## config.mk

```make
export PLATFORM = sky130hd
export DESIGN_NAME = trap_stack_unit
export DESIGN_NICKNAME = d
export VERILOG_FILES = /design/src/rtl/trap_stack_pkg.sv /design/src/rtl/trap_op_sel.sv /design/src/rtl/trap_pc_chain.sv /design/src/rtl/trap_stat_chain.sv /design/src/rtl/trap_stack_unit.sv
export SDC_FILE = /design/constraint.sdc
export NUM_CORES = 1
export LEC_CHECK = 0
export ABC_AREA = 1
export BUFFER_PORTS_ARGS = -buffer_cell sky130_fd_sc_hd__buf_4
export CAP_MARGIN = 0
export CORE_ASPECT_RATIO = 1.4
export CORE_MARGIN = 2
export CORE_UTILIZATION = 50
export CTS_CLUSTER_DIAMETER = 200
export DETAILED_ROUTE_END_ITERATION = 10
export HOLD_SLACK_MARGIN = 0.15
export PLACE_DENSITY_LB_ADDON = 0.2
export SKIP_CTS_REPAIR_TIMING = 1
export SLEW_MARGIN = 25
export SYNTH_ARGS = -nofsm -noshare
export SYNTH_HDL_FRONTEND = slang
export SYNTH_SLANG_ARGS = --single-unit
```

## constraint.sdc

```tcl
create_clock -name clk -period 1.52 [get_ports clk]
set_input_delay 0.228 -clock clk [delete_from_list [all_inputs] [get_ports clk]]
set_output_delay 0.228 -clock clk [all_outputs]
set_load 0.02 [all_outputs]
```

## src/rtl/trap_stack_pkg.sv

```systemverilog
package trap_stack_pkg;
  typedef enum logic [1:0] {
    STK_IDLE  = 2'd0,
    STK_TRAP  = 2'd1,
    STK_RET   = 2'd2,
    STK_WRITE = 2'd3
  } stk_op_e;

  // trap beats return beats a plain status write
  function automatic stk_op_e stk_pick(input logic trap, input logic ret,
                                       input logic wr);
    if (trap)     return STK_TRAP;
    else if (ret) return STK_RET;
    else if (wr)  return STK_WRITE;
    else          return STK_IDLE;
  endfunction
endpackage

```

## src/rtl/trap_op_sel.sv

```systemverilog
module trap_op_sel
  import trap_stack_pkg::*;
(
  input  logic    trap_req,
  input  logic    ret_req,
  input  logic    stat_we,
  output stk_op_e op
);
  always_comb begin
    op = stk_pick(trap_req, ret_req, stat_we);
  end
endmodule

```

## src/rtl/trap_pc_chain.sv

```systemverilog
module trap_pc_chain
  import trap_stack_pkg::*;
#(
  parameter int unsigned PC_W       = 32,
  parameter int unsigned NUM_W      = 4,
  parameter int unsigned ALIGN_BITS = 2,
  parameter int unsigned VEC_BASE   = 32'h40
) (
  input  logic             clk,
  input  logic             rst,
  input  stk_op_e          op,
  input  logic [PC_W-1:0]  cur_pc,
  input  logic [NUM_W-1:0] trap_num,
  output logic             redir_valid,
  output logic [PC_W-1:0]  redir_pc,
  output logic [PC_W-1:0]  pc_bk1,
  output logic [PC_W-1:0]  pc_bk2
);
  localparam logic [PC_W-1:0] STEP     = PC_W'(1) << ALIGN_BITS;
  localparam logic [PC_W-1:0] ALIGN_MK = ~(STEP - PC_W'(1));
  localparam logic [PC_W-1:0] BASE     = PC_W'(VEC_BASE);

  logic [PC_W-1:0] vec_pc;
  logic [PC_W-1:0] ret_pc;
  logic [PC_W-1:0] next_bk1;

  always_comb begin
    vec_pc   = BASE + (PC_W'(trap_num) << ALIGN_BITS);
    ret_pc   = pc_bk1 & ALIGN_MK;
    next_bk1 = cur_pc + STEP;
  end

  always_ff @(posedge clk) begin
    if (rst) begin
      redir_valid <= 1'b0;
      redir_pc    <= '0;
      pc_bk1      <= '0;
      pc_bk2      <= '0;
    end else begin
      redir_valid <= 1'b0;
      unique case (op)
        STK_TRAP: begin
          pc_bk2      <= pc_bk1;
          pc_bk1      <= next_bk1;
          redir_pc    <= vec_pc;
          redir_valid <= 1'b1;
        end
        STK_RET: begin
          pc_bk1      <= pc_bk2;
          redir_pc    <= ret_pc;
          redir_valid <= 1'b1;
        end
        default: ;
      endcase
    end
  end
endmodule

```

## src/rtl/trap_stat_chain.sv

```systemverilog
module trap_stat_chain
  import trap_stack_pkg::*;
#(
  parameter int unsigned       STAT_W    = 8,
  parameter logic [STAT_W-1:0] KEEP_MASK = 8'h80
) (
  input  logic              clk,
  input  logic              rst,
  input  stk_op_e           op,
  input  logic [STAT_W-1:0] wdata,
  output logic [STAT_W-1:0] stat,
  output logic [STAT_W-1:0] stat_bk1,
  output logic [STAT_W-1:0] stat_bk2
);
  logic [STAT_W-1:0] masked;

  for (genvar g = 0; g < STAT_W; g++) begin : g_mask
    if (KEEP_MASK[g]) begin : g_keep
      assign masked[g] = stat[g];
    end else begin : g_clr
      assign masked[g] = 1'b0;
    end
  end

  always_ff @(posedge clk) begin
    if (rst) begin
      stat     <= '0;
      stat_bk1 <= '0;
      stat_bk2 <= '0;
    end else begin
      unique case (op)
        STK_TRAP: begin
          stat_bk2 <= stat_bk1;
          stat_bk1 <= stat;
          stat     <= masked;
        end
        STK_RET: begin
          stat     <= stat_bk1;
          stat_bk1 <= stat_bk2;
        end
        STK_WRITE: stat <= wdata;
        default: ;
      endcase
    end
  end
endmodule

```

## src/rtl/trap_stack_unit.sv

```systemverilog
module trap_stack_unit
  import trap_stack_pkg::*;
#(
  parameter int unsigned       PC_W      = 32,
  parameter int unsigned       NUM_W     = 4,
  parameter int unsigned       STAT_W    = 8,
  parameter int unsigned       VEC_BASE  = 32'h40,
  parameter logic [STAT_W-1:0] KEEP_MASK = 8'h80
) (
  input  logic              clk,
  input  logic              rst,
  input  logic              trap_req,
  input  logic [NUM_W-1:0]  trap_num,
  input  logic              ret_req,
  input  logic [PC_W-1:0]   cur_pc,
  input  logic              stat_we,
  input  logic [STAT_W-1:0] stat_wdata,
  output logic              redir_valid,
  output logic [PC_W-1:0]   redir_pc,
  output logic [STAT_W-1:0] stat_o,
  output logic [STAT_W-1:0] stat_bk1_o,
  output logic [STAT_W-1:0] stat_bk2_o,
  output logic [PC_W-1:0]   pc_bk1_o,
  output logic [PC_W-1:0]   pc_bk2_o
);
  stk_op_e op;

  trap_op_sel u_sel (
    .trap_req (trap_req),
    .ret_req  (ret_req),
    .stat_we  (stat_we),
    .op       (op)
  );

  trap_pc_chain #(
    .PC_W       (PC_W),
    .NUM_W      (NUM_W),
    .ALIGN_BITS (2),
    .VEC_BASE   (VEC_BASE)
  ) u_pc (
    .clk         (clk),
    .rst         (rst),
    .op          (op),
    .cur_pc      (cur_pc),
    .trap_num    (trap_num),
    .redir_valid (redir_valid),
    .redir_pc    (redir_pc),
    .pc_bk1      (pc_bk1_o),
    .pc_bk2      (pc_bk2_o)
  );

  trap_stat_chain #(
    .STAT_W    (STAT_W),
    .KEEP_MASK (KEEP_MASK)
  ) u_stat (
    .clk      (clk),
    .rst      (rst),
    .op       (op),
    .wdata    (stat_wdata),
    .stat     (stat_o),
    .stat_bk1 (stat_bk1_o),
    .stat_bk2 (stat_bk2_o)
  );
endmodule

```

## Yosys cells after proc, flatten, opt, wreduce, memory -nomap -nowiden

Cells that the tools add are included.

| cells by class | value |
|---|---|
| add/subtract/negate cells | 2 |
| eq/ne operators | 3 |
| mux-type cells | 8 |
| bitwise logic cells | 1 |
| reduce and logical (&&, ||, !) cells | 5 |

Operators with widths:

| kind | count |
|---|---|
| $pmux 32 s2 | 2 |
| $add 32x3->32 const B | 1 |
| $pmux 8 s3 | 1 |
| $pmux 8 s2 | 1 |
| $add 7x6->8 const A | 1 |
| $mux 2 | 3 |
| $eq 2x2->1 const B | 2 |
| $reduce_bool 2->1 | 2 |
| $reduce_bool 3->1 | 1 |
| $eq 2x1->1 const B | 1 |
| $reduce_and 2->1 | 1 |
| $reduce_or 2->1 | 1 |
| $mux 1 | 1 |
| $not 1->1 | 1 |

| storage, ports and cells | value |
|---|---|
| output and inout port bits | 121 |
| logic and storage cells | 27 |
| register bits after elaboration | 121 |

## Longest topological paths before layout

Gate-level depths: netlist of the first run.

| depth | value |
|---|---|
| word-level depth | 6 |
| depth in mapped cells | 9 |

## Cells and area by module

Synthesis of the first run repeated with hierarchy kept, for this count alone.

| second synthesis, totals | value |
|---|---|
| cells, all modules | 790 |
| area, all modules | 5616.6 sq um |

By module, submodules not included:

| module | times used | area an instance (sq um) | seq. area each (sq um) | cells each |
|---|---|---|---|---|
| trap_pc_chain | 1 | 4443.0 | 1901.8 | 628 |
| trap_stat_chain | 1 | 1151.1 | 480.5 | 156 |
| trap_op_sel | 1 | 22.5 | 0.0 | 6 |

## Worst setup path after synthesis of the first run

No wires, ideal clock.

| path | value |
|---|---|
| path kind | in2reg |
| start | in cur_pc[2] |
| end | reg u_pc.pc_bk1[16] |
| required time | 1382 ps |
| arrival | 1144 ps |
| stages on the path | 8 |
| path slack | 238 ps |
| library setup time | 138 ps |
| cells stage by stage | ha_1 nand3_1 inv_2 nand2_2 nor2_2 or2_1 nand3_1 a21oi_2 |

| on the way | value |
|---|---|
| cells in the longest elaborated chain, start to end | 2 |

Ends and longest elaborated chain:

| what | line | text |
|---|---|---|
| start, declared | trap_stack_unit.sv:15 | `input logic [PC_W-1:0] cur_pc,` |
| $add 32x3->32 | trap_pc_chain.sv:30 | `next_bk1 = cur_pc + STEP;` |
| $pmux 32 s2 | trap_pc_chain.sv:41 | `unique case (op)` |
| end signal, assigned | trap_pc_chain.sv:44 | `pc_bk1 <= next_bk1;` |
| end signal, assigned | trap_pc_chain.sv:49 | `pc_bk1 <= pc_bk2;` |
| end, declared | trap_pc_chain.sv:16 | `output logic [PC_W-1:0] pc_bk1,` |

Every way passes these cells.
A chain may end at the register's enable or synchronous reset.

## Worst setup path after layout of the first run

| path | value |
|---|---|
| start | reg u_pc.pc_bk1[29] |
| end | out pc_bk1_o[29] |

RTL lines:

| what | line | text |
|---|---|---|
| end, declared | trap_stack_unit.sv:23 | `output logic [PC_W-1:0] pc_bk1_o,` |

No word-level cell between the ends.

==> results of run 1 <==
-- flip-flops by register name, summed over array words and instances (netlist names) --
signal            count
u_stat.stat_bk1       8
u_stat.stat_bk2       8
u_stat.stat           8
u_pc.redir_valid      1
u_pc.pc_bk2          32
u_pc.pc_bk1          32
u_pc.redir_pc        30
-- worst paths after layout --
kind / end / slack (ps) / cells past startpoint
hold reg to reg: u_pc.redir_pc[7] / 460 / 2
setup / recovery: pc_bk1_o[29] / 300 / 1
setup reg to reg: u_pc.pc_bk1[24] / 630 / 4
hold / removal: u_pc.pc_bk1[18] / 140 / 4
-- cells in the final DEF, fill, tap and decap left out, types with 17 or more instances in the layout --
cell type,netlist,layout
nand3_1,29,29
nand2_1,213,213
inv_2,22,22
buf_4,3,177
nor2_1,71,71
o21ai_0,45,45
dfxtp_1,119,119
a21oi_1,54,54
clkbuf_16,0,17
a31oi_1,29,29
inv_1,37,37
-- Yosys cell counts (all sizes together), types with 2 or more instances --
| cell | instances |
|---|---|
| o21ai | 65 |
| or2 | 2 |
| nand3 | 29 |
| inv | 59 |
| a21o | 4 |
| buf | 19 |
| nor2 | 80 |
| a31oi | 29 |
| clkbuf | 24 |
| nand2 | 226 |
| a21oi | 69 |
| dfxtp | 119 |
| nor3 | 4 |
| xnor2 | 5 |
| xor2 | 7 |
-- cells by family (layout without fill, tap and decap cells) --
group	Yosys count	after routing	share of synthesized area (%)
xor+xnor	12	12	1.95
fa+ha+maj	1	1	0.232
flops	119	119	44.2
compound gates	169	169	18.8
buf+inv	103	292	8.04
other cells	1	2	0.0697
simple gates	344	344	26.6
-- layer usage --
layer / vias to the layer above / routed length (microns) / track usage [%]
met5: - / 0 / 0
met4: 0 / 607 / 13.2
met3: 41 / 1130 / 7.48
met2: 239 / 8720 / 50.0
met1: 2633 / 6280 / 30.0
li1: 2768 / - / -
-- through the flow --
step                power [W]  hold WS [ps]  area [sq um]
global route          0.00862           157          7540
floorplan             0.00412           323          5390
CTS                   0.00832          59.5          7380
global placement      0.00465           453          6830
detailed placement    0.00469           458          6830
finish                0.00834           143          7540
-- cell type report --
type	instances	share of cell area [%]
clock buffer	19	6.01
timing repair buffer	200	21.6
inverter	60	3.05
clock inverter	13	1.29
multi-input combinational	528	34.2
sequential	119	31.6
tap	138	2.29
-- power by group through the flow --
| stage | Sequential (W) | Combinational, W | Clock, W |
|---|---|---|---|
| 6_report | 0.00341 | 0.00125 | 0.00367 |
| 5_1_grt | 0.00343 | 0.00135 | 0.00384 |
| 4_1_cts | 0.00341 | 0.00122 | 0.00370 |
| 3_5_place_dp | 0.00347 | 0.00122 | 0 |
| 3_3_place_gp | 0.00347 | 0.00119 | 0 |
| 2_1_floorplan | 0.00363 | 0.000488 | 0 |
==> results.sh, run 1 <==
export IMPL_synth_edf_count=0
export IMPL_peakVddDrop_mv=0.876
export IMPL_drive_gt1_share_pct=31.2
export IMPL_synth_cell_types=34
export IMPL_via_per_inst=5.27
export IMPL_clkLatencyLatePin_ps=410
export IMPL_numCtsBuffers=17
export IMPL_pwr_share_seq_pct=40.9
export IMPL_num_io_pins=170
export IMPL_cp_data_arrival_time_ps=1000
export IMPL_cts_tree="yes"
export IMPL_clk_path_buf_depth=2
export IMPL_start_kind="flop"
export IMPL_netlist_area_sq_mm=0.00538
export IMPL_hold_viol_final=0
export IMPL_core_area_sq_mm=0.0105
export IMPL_tns_ps=0
export IMPL_min_path_type="input port to flop"
export IMPL_cap_violations=0
export IMPL_grt_max_degree=78
export IMPL_antenna_found_initial=0
export IMPL_clkSinkCount=119
export IMPL_multiInputGateArea_sq_mm=0.00258
export IMPL_fin_crit_sh_pct=80.5
export IMPL_stdcell_count=1077
export IMPL_vias=5681
export IMPL_fillCellCount=860
export IMPL_grt_first_pass_wirelength_mm=25.8
export IMPL_grt_ovfl_total=0
export IMPL_rsz0062_at_grt="false"
export IMPL_grt_pass1_vias=5410
export IMPL_grt_usage_pct=27.8
export IMPL_die_area_sq_mm=0.0116
export IMPL_chipHeight_microns=127
export IMPL_critPathRequiredTime_ps=1290
export IMPL_powerDensity_mw_per_mm2=1110
export IMPL_seqCellArea_sq_mm=0.00238
export IMPL_drt_first_iter_violations=273
export IMPL_yosysTopAreaCellShare_pct=44.2
export IMPL_cts_root_buffer="clkbuf_16"
export IMPL_comb_power_share_pct=15.0
export IMPL_rows=44
export IMPL_drc=0
export IMPL_slowest_stage="dfxtp_1"
export IMPL_utilization_pct=72.1
export IMPL_numPortBuffers=167
export IMPL_ys_seq_area_share_pct=44.2
export IMPL_dp_cells=1029
export IMPL_start_util_pct=51.5
export IMPL_status="complete, no violations"
export IMPL_area_growth_pct=40.1
export IMPL_startpoint="u_pc.pc_bk1[29]"
export IMPL_fmaxAchievable_mhz=817
export IMPL_cp_slowest_stage_delay_ps=410
export IMPL_dp_hpwl_mm=11.9
export IMPL_place_ws_ps=11.0
export IMPL_postSynthAreaPerCell_sq_um=7.19
export IMPL_synth_seq_cells=119
export IMPL_worstHoldStart="cur_pc[18]"
export IMPL_finClkSkew_ps=5.84
export IMPL_fin_nets=976
export IMPL_yosysTopAreaCell="dfxtp_1"
export IMPL_setup_slack_ps=297
export IMPL_path_buf_inv=1
export IMPL_cellLeakagePower_nw=3.22
export IMPL_die_width_microns=91.7
export IMPL_syn_inst=749
export IMPL_n_antenna_cell=0
export IMPL_yosys_top_cells_area="dfxtp_1 44%, nand2_1 15%, a21oi_1 5.0%"
export IMPL_drtAntennaViolNets=0
export IMPL_gp_congestion=0.905
export IMPL_cp_end_kind="primary output"
export IMPL_finalCriticalPeriod_ps=1220
export IMPL_setup_viol=0
export IMPL_criticalPathCategory="flop to primary output"
export IMPL_drv_slew=0
export IMPL_crit_fanout=4
export IMPL_clk_pin_slew_ps=50
export IMPL_ys_flop_type="dfxtp_1"
export IMPL_p_clk_share_pct=44.0
export IMPL_first_pass_iters=5
export IMPL_switchingPower_w=0.00237
export IMPL_crit_chain="buf_4"
export IMPL_switching_share_pct=28.4
export IMPL_htreeDepth=4
export IMPL_yosysWarnings=0
export IMPL_wl_per_cell_microns=15.6
export IMPL_crit_family="flip-flops"
export IMPL_p_int_w=0.00597
export IMPL_synthArstFlopShare_pct=0
export IMPL_wl_mm=16.7
export IMPL_r2r_start="u_pc.pc_bk1[24]"
(Power assumes the default switching activity.)
==> run 2: changes to the inputs <==
--- a/config.mk
+++ b/config.mk
@@ -5,12 +5,12 @@
 export SDC_FILE = /design/constraint.sdc
 export NUM_CORES = 1
 export LEC_CHECK = 0
-export ABC_AREA = 1
+export ABC_AREA = 0
 export BUFFER_PORTS_ARGS = -buffer_cell sky130_fd_sc_hd__buf_4
 export CAP_MARGIN = 0
 export CORE_ASPECT_RATIO = 1.4
 export CORE_MARGIN = 2
-export CORE_UTILIZATION = 50
+export CORE_UTILIZATION = 46
 export CTS_CLUSTER_DIAMETER = 200
 export DETAILED_ROUTE_END_ITERATION = 10
 export HOLD_SLACK_MARGIN = 0.15
==> constraint.sdc (replaced) <==
create_clock -name clk -period 1.03 [get_ports clk]
set_input_delay 0.1545 -clock clk [delete_from_list [all_inputs] [get_ports clk]]
set_output_delay 0.1545 -clock clk [all_outputs]
set_load 0.02 [all_outputs]
==> run 2 against run 1 <==
  * The run now ends with negative setup slack left
  * Setup slack got worse by 720 ps
  * Total power rose by 57%
  * Die area rose by 7.1%
  * Routed wire length rose by 11%
  * Register-to-register slack got worse by 620 ps
  * Clock power rose by 62%
  * Area after synthesis fell by 1.2%
  * Clock-buffer cell count did not move
==> results.sh, run 2 <==
export IMPL_drc=0
export IMPL_finClkSkew_ps=5.58
export IMPL_synth_most_common_cell="nor2_1"
export IMPL_antenna_found_initial=0
export IMPL_drt_first_iter_violations=168
export IMPL_syn_inst=578
export IMPL_wl_mm=18.6
export IMPL_setup_slack_ps=-427
export IMPL_yosys_top_cells_area="dfxtp_1 45%, mux2i_1 18%, nor2_1 8.5%"
export IMPL_core_area_sq_mm=0.0113
export IMPL_fin_hold_ws_ps=127
export IMPL_grt_first_pass_wirelength_mm=24.5
export IMPL_setup_viol=80
export IMPL_drv_slew=0
export IMPL_start_kind="input port"
export IMPL_grt_pass1_vias=5015
export IMPL_synth_common_cells="120 x nor2_1, 119 x dfxtp_1, 98 x mux2i_1"
export IMPL_fillCellCount=633
export IMPL_violations="negative setup slack"
export IMPL_cp_data_arrival_time_ps=1780
export IMPL_yosysWarnings=0
export IMPL_cp_depth=5
export IMPL_area_growth_pct=74.7
export IMPL_crit_family="simple AND/OR/NAND/NOR gates"
export IMPL_min_path_type="input port to flop"
export IMPL_numCtsBuffers=17
export IMPL_path_buf_inv=1
export IMPL_clkLatencyLatePin_ps=410
export IMPL_utilization_pct=82.3
export IMPL_startpoint="cur_pc[9]"
export IMPL_crit_end="u_pc.pc_bk1[27]"
export IMPL_num_io_pins=170
export IMPL_clkSinkCount=119
export IMPL_synthArstFlopShare_pct=0
export IMPL_synth_seq_cells=119
export IMPL_chipHeight_microns=131
export IMPL_via_per_inst=5.50
export IMPL_synth_edf_count=0
export IMPL_postSynthAreaPerCell_sq_um=9.20
export IMPL_n_antenna_cell=0
export IMPL_top_regs="u_pc.pc_bk1 x32, u_pc.pc_bk2 x32, u_pc.redir_pc x30"
export IMPL_cp_end_kind="flop"
export IMPL_cap_violations=0
export IMPL_wl_per_cell_microns=18.2
export IMPL_drive_gt1_share_pct=54.5
export IMPL_critPathRequiredTime_ps=1350
export IMPL_ys_flop_type="dfxtp_1"
export IMPL_cts_root_buffer="clkbuf_16"
export IMPL_cts_tree="yes"
export IMPL_hold_viol_final=0
export IMPL_place_ws_ps=-922
export IMPL_rows=46
export IMPL_yosysTopAreaCell="dfxtp_1"
export IMPL_finalCriticalPeriod_ps=1460
export IMPL_clk_path_buf_depth=2
export IMPL_gp_congestion=0.856
export IMPL_drtAntennaViolNets=0
export IMPL_grt_max_degree=33
export IMPL_clk_pin_slew_ps=50
export IMPL_status="finished with violations"
export IMPL_layout_commonest_cell="buf_4"
export IMPL_fin_nets=913
export IMPL_cp_slowest_stage_delay_ps=640
export IMPL_htreeDepth=4
export IMPL_reg2reg_to="u_pc.pc_bk1[21]"
export IMPL_rrSetupSlack_ps=10
export IMPL_die_width_microns=94.9
export IMPL_powerDensity_mw_per_mm2=1410
export IMPL_start_util_pct=47.1
export IMPL_peakVddDrop_mv=1.19
export IMPL_die_area_sq_mm=0.0124
export IMPL_final_cell_mix="156 x buf_4, 127 x buf_6, 120 x nor2_1"
export IMPL_slowest_stage="or4_4"
export IMPL_grt_ovfl_total=0
export IMPL_fin_crit_sh_pct=141
export IMPL_numPortBuffers=167
export IMPL_ys_seq_area_share_pct=44.8
export IMPL_rsz0062_at_grt="true"
export IMPL_vias=5613
export IMPL_synth_cell_types=39
export IMPL_r2r_cells=3
export IMPL_dp_hpwl_mm=11.7
export IMPL_r2r_start="u_pc.pc_bk2[21]"
export IMPL_crit_chain="buf_8, nand4_4, or4_4, or4_1, a311oi_1"
export IMPL_crit_fanout=7
export IMPL_criticalPathCategory="input port to flop"
export IMPL_tns_ps=-5560
export IMPL_cellLeakagePower_nw=4.10
export IMPL_fmaxAchievable_mhz=686
export IMPL_first_pass_iters=5
export IMPL_netlist_area_sq_mm=0.00532
export IMPL_grt_usage_pct=25.0
export IMPL_yosysTopAreaCellShare_pct=44.8
export IMPL_total_power_w=0.0131
## run 2: cell types whose count changed after synthesis, moves of 16 or more
cell      change
nor2b_1      +20
nor2_1       +49
mux2i_1      +98
inv_2        -22
inv_1        -35
a31oi_1      -29
nand2_1     -203
a21oi_1      -27
o21ai_2      -16
nand3_1      -18
o21ai_0      -40
a211oi_1     +31
## run 2: cells by family after synthesis
family / Yosys count / share of synthesized area, %
buffers and inverters: 47 / 3.60
adder cells (fa/ha/maj): 1 / 0.235
multiplexers: 98 / 18.4
other: 1 / 0.0705
AND/OR/NAND/NOR: 209 / 19.2
AO/OA/AOI/OAI: 90 / 11.5
XOR/XNOR: 13 / 2.14
flip-flops: 119 / 44.8
## run 2: worst min-delay path by stage
stage,startpoint,end,slack [ps],depth (start not counted)
floorplan,cur_pc[2],u_pc.pc_bk1[2],260,1
global placement,cur_pc[0],u_pc.pc_bk1[0],380,3
detailed placement,trap_num[2],u_pc.redir_pc[4],400,3
CTS,trap_num[2],u_pc.redir_pc[4],-30,3
global route,cur_pc[30],u_pc.pc_bk1[30],140,4
finish,stat_wdata[4],u_stat.stat[4],130,5
## run 2: worst reg2reg max path, stage by stage (launching register included)
cell	delay (ps)
dfxtp_2	320
buf_4	130
a211oi_1	330
a311oi_2	100
## run 2: final cells by class
cell class	count	area, sq um	share of cell area [%]
well taps	144	180	1.94
inverters	3	11.3	0.121
flip-flops and latches	119	2580	27.8
clock buffers	19	433	4.66
multi-input cells	413	2980	32.1
repair buffers	309	2950	31.7
clock inverters	13	156	1.68
## run 2: metrics by stage
stage | cell area, sq um | cells
floorplan | 5540 | 579
global placement | 7290 | 922
detailed placement | 7290 | 922
CTS | 7880 | 954
global route | 9290 | 1020
finish | 9290 | 1020
## run 2: layer usage
metal | track usage (%) | share of wire (%)
met5 | 0 | 0
met2 | 44.4 | 54
met3 | 6.08 | 4.8
met1 | 28.1 | 38
met4 | 9.50 | 3.2
## run 2: power breakdown
part,switching [W],internal [W]
registers,0.000190,0.00479
clock network,0.00216,0.00378
logic,0.00106,0.00111
==> run 3: changes to the inputs <==
--- a/config.mk
+++ b/config.mk
@@ -8,9 +8,11 @@
 export ABC_AREA = 0
 export BUFFER_PORTS_ARGS = -buffer_cell sky130_fd_sc_hd__buf_4
 export CAP_MARGIN = 0
-export CORE_ASPECT_RATIO = 1.4
+export CELL_PAD_IN_SITES_DETAIL_PLACEMENT = 1
+export CELL_PAD_IN_SITES_GLOBAL_PLACEMENT = 1
+export CORE_ASPECT_RATIO = 0.5
 export CORE_MARGIN = 2
-export CORE_UTILIZATION = 46
+export CORE_UTILIZATION = 34
 export CTS_CLUSTER_DIAMETER = 200
 export DETAILED_ROUTE_END_ITERATION = 10
 export HOLD_SLACK_MARGIN = 0.15
==> run 3 against run 2 <==
  * The run still ends with negative setup slack left
  * Via count grew 0.30%
  * Sequential power is essentially flat
  * Clock-buffer cell count is the same
  * Non-clock buffer count grew 6
  * Design area grew 1.5%
  * First-iteration DRC count grew 17%
  * Highest routed layer unchanged
==> results.sh, run 3 (synthesis results as in run 2) <==
export IMPL_finClkSkew_ps=7.13
export IMPL_finalCriticalPeriod_ps=1500
export IMPL_drive_gt1_share_pct=54.4
export IMPL_switching_share_pct=26.3
export IMPL_cellLeakagePower_nw=4.11
export IMPL_clk_path_buf_depth=2
export IMPL_cp_end_kind="flop"
export IMPL_wl_mm=21.1
export IMPL_drtAntennaViolNets=0
export IMPL_peakVddDrop_mv=1.17
export IMPL_cap_violations=0
export IMPL_grt_use_met1_pct=27.6
export IMPL_pwr_share_seq_pct=36.3
export IMPL_numCtsBuffers=17
export IMPL_setup_viol=87
export IMPL_grt_pass1_vias=5258
export IMPL_grt_max_degree=37
export IMPL_powerDensity_mw_per_mm2=1460
export IMPL_grt_usage_pct=20.9
export IMPL_core_area_sq_mm=0.0153
export IMPL_gp_congestion=0.845
export IMPL_criticalPathCategory="input port to flop"
export IMPL_layout_commonest_cell="buf_4"
export IMPL_violations="negative setup slack"
export IMPL_first_pass_iters=4
export IMPL_min_path_type="input port to flop"
export IMPL_htreeDepth=4
export IMPL_drt_first_iter_violations=197
export IMPL_use_met2_pct=34.1
export IMPL_place_ws_ps=-900
export IMPL_tns_ps=-6220
export IMPL_p_int_w=0.0101
export IMPL_antenna_found_initial=0
export IMPL_fin_crit_sh_pct=146
export IMPL_dp_hpwl_mm=12.9
export IMPL_cp_data_arrival_time_ps=1810
export IMPL_die_area_sq_mm=0.0167
export IMPL_wl_per_cell_microns=19.4
export IMPL_critPathRequiredTime_ps=1330
export IMPL_clk_pin_slew_ps=60
export IMPL_r2r_cells=4
export IMPL_clkSinkCount=119
export IMPL_area_growth_pct=77.3
export IMPL_switchingPower_w=0.00361
export IMPL_dp_cells=992
export IMPL_grt_first_pass_wirelength_mm=27.8
export IMPL_numPortBuffers=167
export IMPL_cts_root_buffer="clkbuf_16"
export IMPL_start_kind="input port"
export IMPL_p_clk_share_pct=47.5
export IMPL_cts_tree="yes"
export IMPL_drc=0
export IMPL_die_width_microns=181
export IMPL_final_cell_mix="156 x buf_4, 130 x buf_6, 120 x nor2_1"
export IMPL_grt_busiest_layer="met2"
export IMPL_num_io_pins=170
export IMPL_top_regs="u_pc.pc_bk1 x32, u_pc.pc_bk2 x32, u_pc.redir_pc x30"
export IMPL_drv_slew=0
export IMPL_stdcell_count=1087
export IMPL_rsz0062_at_grt="true"
export IMPL_start_util_pct=34.7
export IMPL_setup_slack_ps=-472
export IMPL_hold_viol_final=0
export IMPL_rows=32
export IMPL_chipHeight_microns=92.4
export IMPL_grt_ovfl_total=0
export IMPL_vias=5630
export IMPL_status="finished with violations"
export IMPL_clkLatencyLatePin_ps=420
export IMPL_min_path_cells=5
export IMPL_comb_power_share_pct=16.2
export IMPL_fin_nets=919
export IMPL_crit_fanout=6
export IMPL_fmaxAchievable_mhz=666
export IMPL_via_per_inst=5.18
export IMPL_utilization_pct=61.5
export IMPL_grt_use_met3_pct=5.19
==> run 3: cell types whose count changed in the layout (fill, tap and decap cells not counted), sizes merged <==
| cell | delta |
|---|---|
| clkinv | -6 |
| dlygate4sd3 | +4 |
| inv | +3 |
| buf | +2 |
| clkinvlp | +2 |
| bufinv | +1 |
| diode | +1 |
==> run 3: critical path, cell delays in order <==
cell,delay (ps)
buf_8,80
nand4_4,120
or4_4,620
or4_1,560
a311oi_1,270
==> run 3: per-stage QoR <==
step / power (W) / hold WS (ps) / instance area, sq um
after global routing: 0.0142 / 107 / 9420
after global placement: 0.00685 / 384 / 7440
final: 0.0137 / 105 / 9430
after floorplan: 0.00599 / 257 / 5540
after CTS: 0.0134 / -40.3 / 8090
after detailed placement: 0.00689 / 398 / 7440
==> run 3: cell type report <==
cell class              instances  area, sq um
fillers                      1626         5910
repair buffers                315         3010
multi-input cells             413         2920
flip-flops and latches        119         2580
clock buffers                  19          453
well taps                     204          255
clock inverters                13          194
inverters                       3         11.3
diodes                          1         2.50
==> run 3: path summary, 6_finish.rpt <==
check / slack, ps / endpoint / startpoint
setup / recovery: -470 / u_pc.pc_bk1[19] / cur_pc[10]
hold / removal: 110 / u_stat.stat[2] / stat_wdata[2]
setup reg to reg: -30 / u_pc.pc_bk1[19] / u_pc.pc_bk1[19]
hold reg to reg: 500 / u_pc.redir_pc[23] / u_pc.redir_pc[23]
==> run 3: power by group through the flow <==
stage / combinational (W) / clock, W / sequential [W]
after global placement: 0.00181 / 0 / 0.00504
after global routing: 0.00236 / 0.00684 / 0.00501
after CTS: 0.00186 / 0.00663 / 0.00495
after floorplan: 0.000764 / 0 / 0.00523
after detailed placement: 0.00184 / 0 / 0.00505
final: 0.00223 / 0.00652 / 0.00499
==> run 3: routing by layer <==
layer / share of wire (%) / routed length, microns
met5: 0 / 0
met4: 2.4 / 497
met3: 4.8 / 1010
met2: 49 / 10400
met1: 44 / 9210
